`config.mk`:
```
export PLATFORM = sky130hd
export DESIGN_NAME = pwr_mode_ctrl
export DESIGN_NICKNAME = d
export VERILOG_FILES = /design/src/rtl/pwr_mode_pkg.sv /design/src/rtl/pwr_supply_level.sv /design/src/rtl/pwr_req_decode.sv /design/src/rtl/pwr_mode_fsm.sv /design/src/rtl/pwr_mode_ctrl.sv
export SDC_FILE = /design/constraint.sdc
export NUM_CORES = 1
export LEC_CHECK = 0
export ABC_AREA = 0
export BUFFER_PORTS_ARGS = -buffer_cell sky130_fd_sc_hd__buf_2
export CAP_MARGIN = 20
export CORE_AREA = 2 2 39 41
export DETAILED_ROUTE_END_ITERATION = 8
export DIE_AREA = 0 0 41 43
export GPL_ROUTABILITY_DRIVEN = 0
export PLACE_DENSITY = 0.73
export SLEW_MARGIN = 10
export SYNTH_ARGS = -nofsm -noshare
export SYNTH_HDL_FRONTEND = slang
export SYNTH_HIERARCHICAL = 1
export SYNTH_SLANG_ARGS = --single-unit
```
`constraint.sdc`:
```
create_clock -name clk -period 4.7 [get_ports clk]
set_input_delay 0.94 -clock clk [delete_from_list [all_inputs] [get_ports clk]]
set_output_delay 0.94 -clock clk [all_outputs]
set_load 0.1 [all_outputs]
```
`src/rtl/pwr_mode_pkg.sv`:
```
`timescale 1ns/1ps
package pwr_mode_pkg;
  localparam int MODE_W = 3;
  localparam int CODE_W = 3;

  typedef enum logic [MODE_W-1:0] {
    PM_NOSUP  = 3'd0,
    PM_BACKUP = 3'd1,
    PM_OFF    = 3'd2,
    PM_ACTIVE = 3'd3,
    PM_SLEEP  = 3'd4
  } pm_mode_e;

  typedef enum logic [CODE_W-1:0] {
    XF_OFF2ACT = 3'd0,
    XF_ACT2OFF = 3'd1,
    XF_ACT2SLP = 3'd2,
    XF_SLP2ACT = 3'd3,
    XF_SLP2OFF = 3'd4
  } pm_xfer_e;

  typedef enum logic [1:0] {
    LVL_NONE = 2'd0,
    LVL_LOW  = 2'd1,
    LVL_OK   = 2'd2
  } pm_level_e;

  typedef struct packed {
    logic on;
    logic off;
    logic wake;
    logic sleep;
  } pm_req_t;
endpackage

```
`src/rtl/pwr_supply_level.sv`:
```
`timescale 1ns/1ps
module pwr_supply_level
  import pwr_mode_pkg::*;
(
  input  logic      por_ok,
  input  logic      sys_lo_ok,
  output pm_level_e level
);
  // The POR flag dominates; the system-low flag only matters above it.
  always_comb begin
    if (!por_ok)          level = LVL_NONE;
    else if (!sys_lo_ok)  level = LVL_LOW;
    else                  level = LVL_OK;
  end
endmodule

```
`src/rtl/pwr_req_decode.sv`:
```
`timescale 1ns/1ps
module pwr_req_decode
  import pwr_mode_pkg::*;
(
  input  pm_mode_e mode,
  input  pm_req_t  req,
  input  logic     hi_ok,
  output logic     accept,
  output pm_xfer_e code,
  output pm_mode_e target
);
  // Legality table; OFF is tested first so it wins over SLEEP/WAKE.
  always_comb begin
    accept = 1'b0;
    code   = XF_OFF2ACT;
    target = mode;
    case (mode)
      PM_OFF: begin
        if (req.on && hi_ok) begin
          accept = 1'b1; code = XF_OFF2ACT; target = PM_ACTIVE;
        end
      end
      PM_ACTIVE: begin
        if (req.off) begin
          accept = 1'b1; code = XF_ACT2OFF; target = PM_OFF;
        end else if (req.sleep) begin
          accept = 1'b1; code = XF_ACT2SLP; target = PM_SLEEP;
        end
      end
      PM_SLEEP: begin
        if (req.off) begin
          accept = 1'b1; code = XF_SLP2OFF; target = PM_OFF;
        end else if (req.wake && hi_ok) begin
          accept = 1'b1; code = XF_SLP2ACT; target = PM_ACTIVE;
        end
      end
      default: ;
    endcase
  end
endmodule

```
`src/rtl/pwr_mode_fsm.sv`:
```
`timescale 1ns/1ps
module pwr_mode_fsm
  import pwr_mode_pkg::*;
(
  input  logic      clk,
  input  logic      rst,
  input  pm_level_e level,
  input  logic      hi_ok,
  input  logic      accept,
  input  pm_xfer_e  code_in,
  input  pm_mode_e  target_in,
  input  logic      seq_done,
  output pm_mode_e  mode_q,
  output logic      start_q,
  output pm_xfer_e  code_q,
  output logic      busy_q
);
  pm_mode_e target_q;
  logic     low_mode;

  assign low_mode = (mode_q == PM_NOSUP) || (mode_q == PM_BACKUP);

  always_ff @(posedge clk) begin
    if (rst) begin
      mode_q   <= PM_NOSUP;
      target_q <= PM_NOSUP;
      code_q   <= XF_OFF2ACT;
      start_q  <= 1'b0;
      busy_q   <= 1'b0;
    end else begin
      start_q <= 1'b0;
      if (level == LVL_NONE) begin
        mode_q <= PM_NOSUP;
        busy_q <= 1'b0;
      end else if (level == LVL_LOW) begin
        mode_q <= PM_BACKUP;
        busy_q <= 1'b0;
      end else if (low_mode) begin
        mode_q <= PM_OFF;
        busy_q <= 1'b0;
      end else if (busy_q) begin
        if (seq_done) begin
          mode_q <= target_q;
          busy_q <= 1'b0;
        end
      end else if (accept) begin
        start_q  <= 1'b1;
        code_q   <= code_in;
        target_q <= target_in;
        busy_q   <= 1'b1;
      end
    end
  end

  AST_START_NEEDS_BUSY: assert property (@(posedge clk) disable iff (rst)
    start_q |-> busy_q);
  AST_NO_SEQ_LOW_SUPPLY: assert property (@(posedge clk) disable iff (rst)
    low_mode |-> (!start_q && !busy_q));
  AST_HOLD_WHILE_BUSY: assert property (@(posedge clk) disable iff (rst)
    (busy_q && !seq_done && level == LVL_OK) |=> $stable(mode_q));
  AST_START_PULSE: assert property (@(posedge clk) disable iff (rst)
    start_q |=> !start_q);
  AST_ACTIVE_NEEDS_HI: assert property (@(posedge clk) disable iff (rst)
    (start_q && (code_q == XF_OFF2ACT || code_q == XF_SLP2ACT)) |-> $past(hi_ok));
endmodule

```
`src/rtl/pwr_mode_ctrl.sv`:
```
`timescale 1ns/1ps
module pwr_mode_ctrl
  import pwr_mode_pkg::*;
(
  input  logic              clk,
  input  logic              rst,
  input  logic              por_ok,
  input  logic              sys_lo_ok,
  input  logic              sys_hi_ok,
  input  logic              req_on,
  input  logic              req_off,
  input  logic              req_wake,
  input  logic              req_sleep,
  input  logic              seq_done,
  output logic [MODE_W-1:0] mode,
  output logic              seq_start,
  output logic [CODE_W-1:0] seq_code,
  output logic              busy
);
  pm_level_e level;
  pm_req_t   req;
  pm_mode_e  mode_q;
  pm_xfer_e  dec_code;
  pm_mode_e  dec_target;
  pm_xfer_e  code_q;
  logic      dec_accept;

  assign req = '{on: req_on, off: req_off, wake: req_wake, sleep: req_sleep};

  pwr_supply_level u_level (
    .por_ok    (por_ok),
    .sys_lo_ok (sys_lo_ok),
    .level     (level)
  );

  pwr_req_decode u_decode (
    .mode   (mode_q),
    .req    (req),
    .hi_ok  (sys_hi_ok),
    .accept (dec_accept),
    .code   (dec_code),
    .target (dec_target)
  );

  pwr_mode_fsm u_fsm (
    .clk       (clk),
    .rst       (rst),
    .level     (level),
    .hi_ok     (sys_hi_ok),
    .accept    (dec_accept),
    .code_in   (dec_code),
    .target_in (dec_target),
    .seq_done  (seq_done),
    .mode_q    (mode_q),
    .start_q   (seq_start),
    .code_q    (code_q),
    .busy_q    (busy)
  );

  assign mode     = mode_q;
  assign seq_code = code_q;

  AST_POR_DROP: assert property (@(posedge clk) disable iff (rst)
    !por_ok |=> (mode == 3'd0 && !busy));
  AST_LO_DROP: assert property (@(posedge clk) disable iff (rst)
    (por_ok && !sys_lo_ok) |=> (mode == 3'd1 && !busy));
  AST_CODE_RANGE: assert property (@(posedge clk) disable iff (rst)
    seq_start |-> (seq_code <= 3'd4));
endmodule

```
# Yosys cells after proc, flatten, opt, wreduce, memory -nomap -nowiden
# Cells that the tools add are included.
[totals] ff_bits=11 inputBits=10 out_inout_bits=8 word_cells=59
[classes] eq_ne=5 mux=26 n_bitwise=4 n_reduce_logical=17
[ops] op="two-way mux 3 bit" count=7
[ops] op="two-way mux 2 bit" count=7
[ops] op="two-way mux 1 bit" count=9
[ops] op="one-hot mux 3 bit (3 select lines)" count=1
[ops] op="== test 3 x 2 -> 1 bit, second input constant" count=2
[ops] op="one-hot mux 3 bit (2 select lines)" count=1
[ops] op="AND reduction 2 bit" count=3
[ops] op="nonzero test 3 bit" count=2
[ops] op="AND reduction 5 bit" count=1
[ops] op="OR reduction 5 bit" count=1
[ops] op="inverter 1 bit" count=4
[ops] op="nonzero test 2 bit" count=2
[ops] op="OR reduction 4 bit" count=1
[ops] op="== test 3 x 1 -> 1 bit, second input constant" count=1
[ops] op="== test 3 bit, second input constant" count=1
[ops] op="logical NOT 3 bit" count=1
[ops] op="one-hot mux 1 bit (3 select lines)" count=1
[ops] op="OR reduction 3 bit" count=1
[ops] op="== test 2 x 1 -> 1 bit, second input constant" count=1
[ops] op="logical AND 1 bit" count=2
[ops] op="logical NOT 2 bit" count=1
[ops] op="OR reduction 2 bit" count=1
[ops] op="logical OR 1 bit" count=1

# Longest topological paths before layout
# Gate-level depths: netlist (run 1).
[depth] word_depth=6 mapped_depth=6 ltp_nobuf=6

# By module
# Netlist (run 1), hierarchy kept.
[modules_own_cells] mod="pwr_mode_fsm" instances=1 cells_each=48 area_each_um2=496.7 seq_area_each_um2=220.2
[modules_own_cells] mod="pwr_req_decode" instances=1 cells_each=26 area_each_um2=155.1 seq_area_each_um2=0.0
[modules_own_cells] mod="pwr_supply_level" instances=1 cells_each=2 area_each_um2=16.3 seq_area_each_um2=0.0

# Worst setup path before layout (run 1)
# OpenSTA, ideal clock, no wires.
[synth_timing] path_kind="flip-flop to flip-flop" startpoint="register u_fsm.mode_q[2]" endpoint="register u_fsm.code_q[0]" setup_ps=72 arrival_ps=2248 required_time_ps=4628 path_slack_ps=2380 stages_incl_launch_ff=7 path_buffers=0 synth_period_minus_slack_ps=2320 cell_sequence="dfxtp_1 -> nor3b_2 -> or2b_1 -> nand3_1 -> nand2b_4 -> nor2_8 -> mux2i_1"
[synth_between] elab_cells_between_ends=10 cone_classes="4 x eq/ne; 2 x mux; 1 x bitwise; 3 x reduce/logical"
[synth_rtl] item="from (decl)" line="pwr_mode_fsm.sv:13" source="output pm_mode_e mode_q,"
[synth_rtl] item="from (signal assigned)" line="pwr_mode_fsm.sv:43" source="mode_q <= target_q;"
[synth_rtl] item="== test 3 bit or == test 3 x 2 -> 1 bit (tied branches)" line="pwr_req_decode.sv:17" source="case (mode)"
[synth_rtl] item="one-hot mux 1 bit (3 select lines) (*)" line="pwr_req_decode.sv:17"
[synth_rtl] item="named net dec_accept" line="pwr_mode_ctrl.sv:26" source="logic dec_accept;"
[synth_rtl] item="AND reduction 5 bit (no line) (*)"
[synth_rtl] item="to (signal assigned)" line="pwr_mode_fsm.sv:48" source="code_q <= code_in;"
[synth_rtl] item="to (decl)" line="pwr_mode_fsm.sv:15" source="output pm_xfer_e code_q,"
# Mark *: on every way through the listed nets, which the timed path passes. The rest lies on a longest branch.
# A chain may end at the register's enable or synchronous reset.

# Worst setup path after layout (run 1)
[layout_timing] startpoint="register u_fsm.mode_q[1]" endpoint="output mode[1]"
[layout_rtl] item="to (decl)" line="pwr_mode_ctrl.sv:15" source="output logic [MODE_W-1:0] mode,"
# No word-level cell between the ends.

==> results.cfg, run 1 <==
[cells_and_area]
mostFrequentLayoutCell = sky130_fd_sc_hd__buf_2
layout.filler_cells = 137
layout-area-overhead-vs-synth_pct = 19.10
diodes = 0
sequential_cell_area_sq_um = 220.2
post-route-cell-area_sq_um = 795.8
multiInputGateArea_sq_um = 440.4
final_nets = 107
final_cell_mix = sky130_fd_sc_hd__buf_2, sky130_fd_sc_hd__nand2b_1, sky130_fd_sc_hd__dfxtp_1
final_layout_size_suffix_gt1_frac = 0.2917

[floorplan]
initial_core_util = 0.4828
dieWidth_um = 41
io_pins = 18
fp-row-count = 14
coreArea_sq_um = 1384
die_height_um = 43
die-area_sq_um = 1763

[setup_path]
worst_path_largest_cell_delay_ns = 0.60
critical_path.startpoint_type = register
critical_path.slowest_cell = sky130_fd_sc_hd__dfxtp_1
worst_ep_required_time_ns = 3.76
critPathCaptureType = output pin
timing.rr.start = u_fsm/mode_q[2]
critical_path_peak_fanout = 12
regToRegEndpoint = u_fsm/code_q[2]
worst-r2r-cell-count = 6
worst-path-buf-inv = 1
critical_path_depth = 1
worst_path_dominant_cell_family = flip-flops
timing.critical_path.arrival_ns = 1.39
regToRegSetupSlack_ns = 2.89
path_cells = buf_2
criticalPathCategory = reg2out

[timing]
fin_worst_skew_ns = 0.003022
finalMaxSlewViolations = 0
worst_slew_pin_slew_ns = 0.4872
finalWorstPathRequiredPeriod_ns = 2.326
maxSlewHeadroom = 0.6774
setup_viol = 0
final-hold-violation-count = 0
max_freq_mhz = 429.9
grt_setup_unrepaired = no
finalCritPeriodShare = 0.4949
timing.setup.tns_ns = 0

[global_routing]
grt_use_met2 = 0.2750
overflow = 0
maximum_number_of_pins_on_one_net_before_global_route_repair = 17
antenna_violations_before_repair = 0
grt_busiest_layer = met2
met1_track_demand_over_resource_in_global_routing = 0.2689
grtUsageMet3 = 0.01571
grt.total_usage = 0.1899
grt_pass1_wl_um = 2290
grt_pass1_vias = 547

[detailed_routing]
detailroute.via_count = 588
avgViaCountPerCell = 5.250
dr.first_iter.drc_count = 5
detailedRoute.firstPassIterationCount = 3
totalWireLength_um = 1405
antenna_violating_nets_post_route = 0
wire_per_inst_um = 12.54
post-route-drc-count = 0

[clock_network]
clk_path_buf_depth = 2
postCtsHoldBufs = 0
clk_latency_worst_skew_pair_ns = 0.26
clock_tree.root_cell = sky130_fd_sc_hd__clkbuf_4
postCtsSetupRepairBufs = 0
cts.clk_slew.worst_paths_ns = 0.07
cts_tree = built
cts_made_buffers = 3
cts_resized = 0
clock_tree.htree_level_count = 1
clock_sinks = 11

[min_path]
worst_hold_startpoint = u_fsm/target_q[1]
min_delay_path_depth = 2
hold_path_class = reg2reg
holdPathEnd = u_fsm/target_q[1]

[yosys]
yosysUniqueCellTypes = 29
synth-edff-count = 0
avg_cell_area_syn_sq_um = 8.791
synth-seq-cells = 11
post_synth_inst_count = 76
warnings_synthesis = 6
ys_seq_area_frac = 0.3296
async_reset_ff_frac = 0
synth.cell_area_sq_um = 668.1
ys.flop_type = sky130_fd_sc_hd__dfxtp_1
synth.net_count = 86

[outcome]
run_status = finished clean

[placement]
dpl-instance-area_sq_um = 769.5
place.port_buffers = 17
hpwlAfterDp_um = 1085

[pwr]
power_leakage_nw = 0.3300
fin_total_pwr_uw = 181.1
worst_ir_drop_vdd_v = 0.0001882
ratio_of_total_power_to_cell_area_nw_per_um2 = 227.6

[run]
drv.max_cap_violation_count = 0
[stage by stage]
stage                     instances  hold slack (ns)  utilization  setup slack [ns]
final                           112           0.4751       0.5750             2.374
after global routing            112           0.5024       0.5750             2.321
after CTS                       112           0.4809       0.5750             2.365
after detailed placement        108           0.4677       0.5561             2.581
after global placement          108           0.4619       0.5561             2.600
after floorplan                  76           0.4482            -             2.380
[state kept, by name (all words and copies together) (netlist names)]
signal and cells:
u_fsm/code_q 3, u_fsm/target_q 3, u_fsm/busy_q 1, u_fsm/mode_q 3, u_fsm/start_q 1
[synth_stat cells, drive strengths merged (2+ instances only)]
master,number,share of area
dfxtp,11,0.33
nor2,5,0.052
o21ai,5,0.054
a21oi,4,0.030
nor2b,2,0.019
nand2b,17,0.17
nor3,2,0.015
and2,2,0.021
mux2i,7,0.10
a31oi,2,0.019
nand3,4,0.030
nand2,3,0.017
[final cells by class]
class                   instances  area share
well taps                      16     0.02516
repair buffers                 17      0.1069
multi-input cells              63      0.5535
flip-flops and latches         11      0.2767
clock buffers                   4     0.03302
inverters                       1    0.004717
[worst reg2reg max path, delay by kind of cell, from the launching register on]
| family | cells | cell delay, ns |
|---|---|---|
| DFF | 1 | 0.55 |
| muxes | 1 | 0.20 |
| and+or+nand+nor | 5 | 1.00 |
[logic make-up (layout without fill, tap and decap cells)]
family          Yosys count  count (layout)  synth area share
compound gates           15              15            0.1517
buf+inv                   2              22           0.01123
mux                       7               7            0.1049
simple gates             41              41            0.4026
flops                    11              11            0.3296
[routing by layer]
layer  up-vias  share of wire
met3         2          0.035
met4         0          0.013
met1       266           0.49
met2        12           0.46
met5         -              0
li1        308              -
[power by group]
group / internal [mW] / switching, mW / total, mW / leakage [nW]
clock: 0.0328 / 0.0294 / 0.0622 / 0.0150
sequential: 0.0939 / 0.00208 / 0.0959 / 0.0888
combinational: 0.00892 / 0.0141 / 0.0230 / 0.226
total: 0.136 / 0.0455 / 0.181 / 0.330
[worst max-delay path by stage]
stage / startpoint / to / slack (ns)
floorplan: u_fsm/mode_q[2] / u_fsm/code_q[0] / 2.38
global placement: req_off / u_fsm/code_q[2] / 2.60
detailed placement: req_off / u_fsm/target_q[2] / 2.58
CTS: u_fsm/mode_q[1] / mode[1] / 2.37
global route: u_fsm/mode_q[1] / mode[1] / 2.32
finish: u_fsm/mode_q[1] / mode[1] / 2.37
Power figures use the tool's default switching activity.
==> inputs of run 2 (changes only) <==
ABC_AREA = 1   (was 0)
CORE_AREA = unset   (was 2 2 39 41)
CORE_MARGIN = 2   (was unset)
CORE_UTILIZATION = 51   (was unset)
DIE_AREA = unset   (was 0 0 41 43)
clock period = 2.16 ns   (was 4.7 ns; I/O delays follow)
==> run 2 against run 1 <==
  * Critical path depth unchanged
  * Hold slack got worse by 0.089 ns
  * Register-to-register slack got worse by 2.3 ns
  * Utilization increased by 8.7 points
  * Sequential share of layout area decreased by 2.6 points
  * First-iteration DRC count increased by 20%
  * Cell count increased by 38%
  * Power increased by 120%
==> results.cfg, run 2 <==
[timing]
setup_viol = 0
grt_setup_unrepaired = no
final-hold-violation-count = 0
worst_slew_pin_slew_ns = 0.4856
finalWorstPathRequiredPeriod_ns = 1.757
fin_worst_skew_ns = 0.003602
finalCritPeriodShare = 0.8133
max_freq_mhz = 569.3
timing.setup.tns_ns = 0
finalMaxSlewViolations = 0
setup_ws_ns = 0.4033
worst_hold_slack_ns = 0.3858
maxSlewHeadroom = 0.6785

[floorplan]
dieWidth_um = 42.40
initial_core_util = 0.5638
die-area_sq_um = 1798
die_height_um = 42.40
fp-row-count = 13
coreArea_sq_um = 1334
io_pins = 18

[yosys]
netlist_top_cells_area = sky130_fd_sc_hd__dfxtp_1, sky130_fd_sc_hd__nand2_1, sky130_fd_sc_hd__inv_1, sky130_fd_sc_hd__nor2_1, sky130_fd_sc_hd__nand3_1
post-synth-top-area-fraction = 0.2928
yosysUniqueCellTypes = 21
compound_cell_area_share_of_the_yosys_netlist = 0.06156
synth.largest_area_cell = sky130_fd_sc_hd__dfxtp_1
synth_simple_gate_area_frac = 0.4925
ys_seq_area_frac = 0.2928
avg_cell_area_syn_sq_um = 6.373
ys.flop_type = sky130_fd_sc_hd__dfxtp_1
yosys.cell_count.top_type = sky130_fd_sc_hd__nand2_1
dominant_combinational_cell_family_by_area_after_synthesis = simple AND/OR/NAND/NOR gates
synth-edff-count = 0
synth_adder_area_share = 0
synth_common_cells = sky130_fd_sc_hd__nand2_1, sky130_fd_sc_hd__inv_1, sky130_fd_sc_hd__nor2_1
synth.cell_area_sq_um = 752.0
async_reset_ff_frac = 0
synth-xor-area-share = 0
post_synth_inst_count = 118
synth.area.mux_share = 0
synth.net_count = 128
warnings_synthesis = 6
synth-seq-cells = 11

[global_routing]
antenna_violations_before_repair = 0
grt.total_usage = 0.1913
grt_pass1_wl_um = 2704
maximum_number_of_pins_on_one_net_before_global_route_repair = 10
grt_pass1_vias = 681
overflow = 0

[clock_network]
clk_latency_worst_skew_pair_ns = 0.26
clock_tree.root_cell = sky130_fd_sc_hd__clkbuf_4
cts_resized = 0
postCtsHoldBufs = 0
clock_tree.htree_level_count = 1
cts_made_buffers = 3
postCtsSetupRepairBufs = 0
clock_sinks = 11
cts.clk_slew.worst_paths_ns = 0.07
clk_path_buf_depth = 2
cts_tree = built

[setup_path]
path_cells = buf_2
critical_path.slowest_cell = sky130_fd_sc_hd__dfxtp_1
worst_ep_required_time_ns = 1.73
critical_path_peak_fanout = 9
critPathCaptureType = output pin
worst_path_largest_cell_delay_ns = 0.56
worst-path-buf-inv = 1
worst_path_dominant_cell_family = flip-flops
timing.critical_path.arrival_ns = 1.32
criticalPathCategory = reg2out
critical_path.startpoint_type = register

[cells_and_area]
final_layout_size_suffix_gt1_frac = 0.3094
layout-area-overhead-vs-synth_pct = 17.47
finish.cell_count_without_fillers = 154
layout.filler_cells = 131
mostFrequentLayoutCell = sky130_fd_sc_hd__nand2_1
final_nets = 150
largest_registers = u_fsm/code_q (3), u_fsm/mode_q (3), u_fsm/target_q (3)
diodes = 0
final_cell_mix = sky130_fd_sc_hd__nand2_1, sky130_fd_sc_hd__inv_1, sky130_fd_sc_hd__nor2_1
multiInputGateArea_sq_um = 416.7
sequential_cell_area_sq_um = 221.5

[detailed_routing]
wire_per_inst_um = 9.578
dr.first_iter.drc_count = 6
antenna_violating_nets_post_route = 0
avgViaCountPerCell = 4.786
post-route-drc-count = 0
totalWireLength_um = 1475
detailroute.via_count = 737
detailedRoute.firstPassIterationCount = 4

[pwr]
fin_total_pwr_uw = 407.1
power_leakage_nw = 0.4531
worst_ir_drop_vdd_v = 0.0004288
ratio_of_total_power_to_cell_area_nw_per_um2 = 460.9

[min_path]
hold_path_class = in2reg

[outcome]
run_status = finished clean

[run]
drv.max_cap_violation_count = 0

[placement]
place.detailed.instances = 150
place_worst_setup_slack_ns = 0.5608
hpwlAfterDp_um = 1259
place.port_buffers = 17
==> run 2: final cells by class <==
type | instances | share of cell area
flip-flops and latches | 11 | 0.2507
multi-input cells | 80 | 0.4717
well taps | 15 | 0.02125
inverters | 27 | 0.1303
clock buffers | 4 | 0.02975
repair buffers | 17 | 0.09632
==> run 2: report_power, final <==
| group | leakage [nW] | internal, mW | switching [mW] | total [mW] |
|---|---|---|---|---|
| clock | 0.0150 | 0.0713 | 0.0613 | 0.133 |
| combinational | 0.349 | 0.0215 | 0.0448 | 0.0662 |
| sequential | 0.0893 | 0.205 | 0.00333 | 0.208 |
| total | 0.453 | 0.298 | 0.109 | 0.407 |
==> run 2: cell families (layout without fill, tap and decap cells) <==
kind of cell | after synthesis | in the layout
and+or+nand+nor | 72 | 72
DFF | 11 | 11
AOI/OAI and AO/OA | 8 | 8
buffers and inverters | 27 | 48
==> run 2: metal layers <==
layer,GRT usage,part of all wire,up-vias
met4,0.006250,0,0
met3,0.07328,0.049,0
met2,0.3446,0.49,15
li1,-,-,401
met1,0.2251,0.46,321
met5,0,0,-
==> run 2: path summary, 6_finish.rpt <==
| path | startpoint | to | slack (ns) | depth (start not counted) |
|---|---|---|---|---|
| hold / removal | rst | u_fsm/start_q | 0.39 | 2 |
| setup reg to reg | u_fsm/mode_q[2] | u_fsm/target_q[2] | 0.56 | 9 |
| hold reg to reg | u_fsm/code_q[1] | u_fsm/code_q[1] | 0.48 | 2 |
| setup / recovery | u_fsm/mode_q[2] | mode[2] | 0.40 | 1 |
==> run 2: per-stage QoR <==
stage	area [sq um]	util
finish	883.3	0.6623
global route	883.3	0.6623
CTS	883.3	0.6623
detailed placement	857.1	0.6426
global placement	857.1	0.6426
floorplan	753.2	-
==> inputs of run 3 (changes only) <==
clock period = 1.65 ns   (was 2.16 ns; I/O delays follow)
==> run 3 against run 2 <==
  * Register-to-register slack worse by 0.42 ns
  * Utilization is 0.75 points higher
  * Clock skew is 0.0027 ns lower
  * First-iteration DRC count grew to 4.3 times the previous value
  * Hold slack worse by 0.13 ns
  * Power is 34% higher
  * Worst setup slack worse by 0.28 ns
  * Flip-flop and latch count stayed put
  * Die area stayed put
  * Count of clock-buffer cells in the layout stayed put
  * Critical path type unchanged
==> results.cfg, run 3 (synthesis gave the netlist of run 2 again) <==
[outcome]
run_status = finished clean

[global_routing]
grt_pass1_wl_um = 2753
grt_pass1_vias = 716
grt.total_usage = 0.1993
antenna_violations_before_repair = 0
overflow = 0
maximum_number_of_pins_on_one_net_before_global_route_repair = 10

[setup_path]
worst-path-buf-inv = 1
worst_path_dominant_cell_family = buffers and inverters
critical_path_peak_fanout = 6
worst_ep_required_time_ns = 1.32
regToRegSetupSlack_ns = 0.14
worst_path_largest_cell_delay_ns = 0.47
critical_path.startpoint_type = register
timing.critical_path.arrival_ns = 1.19
crit_start = u_fsm/busy_q
critical_path.slowest_cell = sky130_fd_sc_hd__buf_2
criticalPathCategory = reg2out
timing.rr.start = u_fsm/mode_q[1]
critPathCaptureType = output pin
path_cells = buf_2

[timing]
final-hold-violation-count = 0
max_freq_mhz = 655.8
setup_viol = 0
grt_setup_unrepaired = no
maxSlewHeadroom = 0.6777
worst_slew_pin_slew_ns = 0.4869
worst_hold_slack_ns = 0.2574
finalCritPeriodShare = 0.9241
fin_worst_skew_ns = 0.0008621
finalMaxSlewViolations = 0
timing.setup.tns_ns = 0
finalWorstPathRequiredPeriod_ns = 1.525

[cells_and_area]
final_nets = 150
finish.cell_count_without_fillers = 154
mostFrequentLayoutCell = sky130_fd_sc_hd__nand2_1
diodes = 0
largest_registers = u_fsm/code_q (3), u_fsm/mode_q (3), u_fsm/target_q (3)
utilization = 0.6698
layout-area-overhead-vs-synth_pct = 18.80
final_layout_size_suffix_gt1_frac = 0.3237
layout.filler_cells = 131
final_cell_mix = sky130_fd_sc_hd__nand2_1, sky130_fd_sc_hd__inv_1, sky130_fd_sc_hd__nor2_1
multiInputGateArea_sq_um = 416.7
sequential_cell_area_sq_um = 231.5

[clock_network]
postCtsSetupRepairBufs = 0
clock_sinks = 11
clk_path_buf_depth = 2
clock_tree.root_cell = sky130_fd_sc_hd__clkbuf_4
postCtsHoldBufs = 0
clk_latency_worst_skew_pair_ns = 0.27
clock_tree.htree_level_count = 1
cts_resized = 0
cts_tree = built
cts.clk_slew.worst_paths_ns = 0.07
cts_made_buffers = 3

[detailed_routing]
post-route-drc-count = 0
dr.first_iter.drc_count = 26
antenna_violating_nets_post_route = 0
wire_per_inst_um = 10.71
avgViaCountPerCell = 5.201
totalWireLength_um = 1649
detailedRoute.firstPassIterationCount = 4
detailroute.via_count = 801

[run]
drv.max_cap_violation_count = 0

[floorplan]
dieWidth_um = 42.40
die_height_um = 42.40
coreArea_sq_um = 1334
initial_core_util = 0.5638
fp-row-count = 13
die-area_sq_um = 1798
io_pins = 18

[pwr]
power_leakage_nw = 0.4549
worst_ir_drop_vdd_v = 0.0004524
ratio_of_total_power_to_cell_area_nw_per_um2 = 610.6

[min_path]
worst_hold_startpoint = rst
hold_path_class = in2reg

[placement]
place.detailed.instances = 150
hpwlAfterDp_um = 1320
place.port_buffers = 17
## run 3: cell counts in the layout (fill, tap and decap cells not counted)
Identical to the previous run, type by type.
## run 3: final timing paths
check	to	cells after the start
setup / recovery	busy	1
hold / removal	u_fsm/start_q	2
setup reg to reg	u_fsm/code_q[2]	10
hold reg to reg	u_fsm/code_q[0]	2
## run 3: where the power goes
part / switching (mW) / total [mW] / leakage, nW / internal [mW]
logic: 0.0610 / 0.0893 / 0.349 / 0.0283
clock network: 0.0936 / 0.187 / 0.0150 / 0.0936
registers: 0.00412 / 0.269 / 0.0911 / 0.265
## run 3: cell type report
type / count / area share
repair buffers: 17 / 0.09524
well taps: 15 / 0.02101
multi-input cells: 80 / 0.4664
clock buffers: 4 / 0.02941
inverters: 27 / 0.1289
flip-flops and latches: 11 / 0.2591
## run 3: stage by stage
step	worst slack, ns	instance area (sq um)	power [mW]
after global placement	0.2302	867.1	0.3618
after floorplan	0.03748	763.2	0.3381
final	0.1252	893.4	0.5455
after CTS	0.1051	893.4	0.5528
after global routing	0.003963	893.4	0.5704
after detailed placement	0.1802	867.1	0.3641
## run 3: layer usage
metal / vias up / global-route usage / wire (um)
met5: - / 0 / 0
met1: 377 / 0.2408 / 735
met2: 19 / 0.3262 / 822
met3: 2 / 0.03879 / 77
met4: 0 / 0.1125 / 14
li1: 403 / - / -
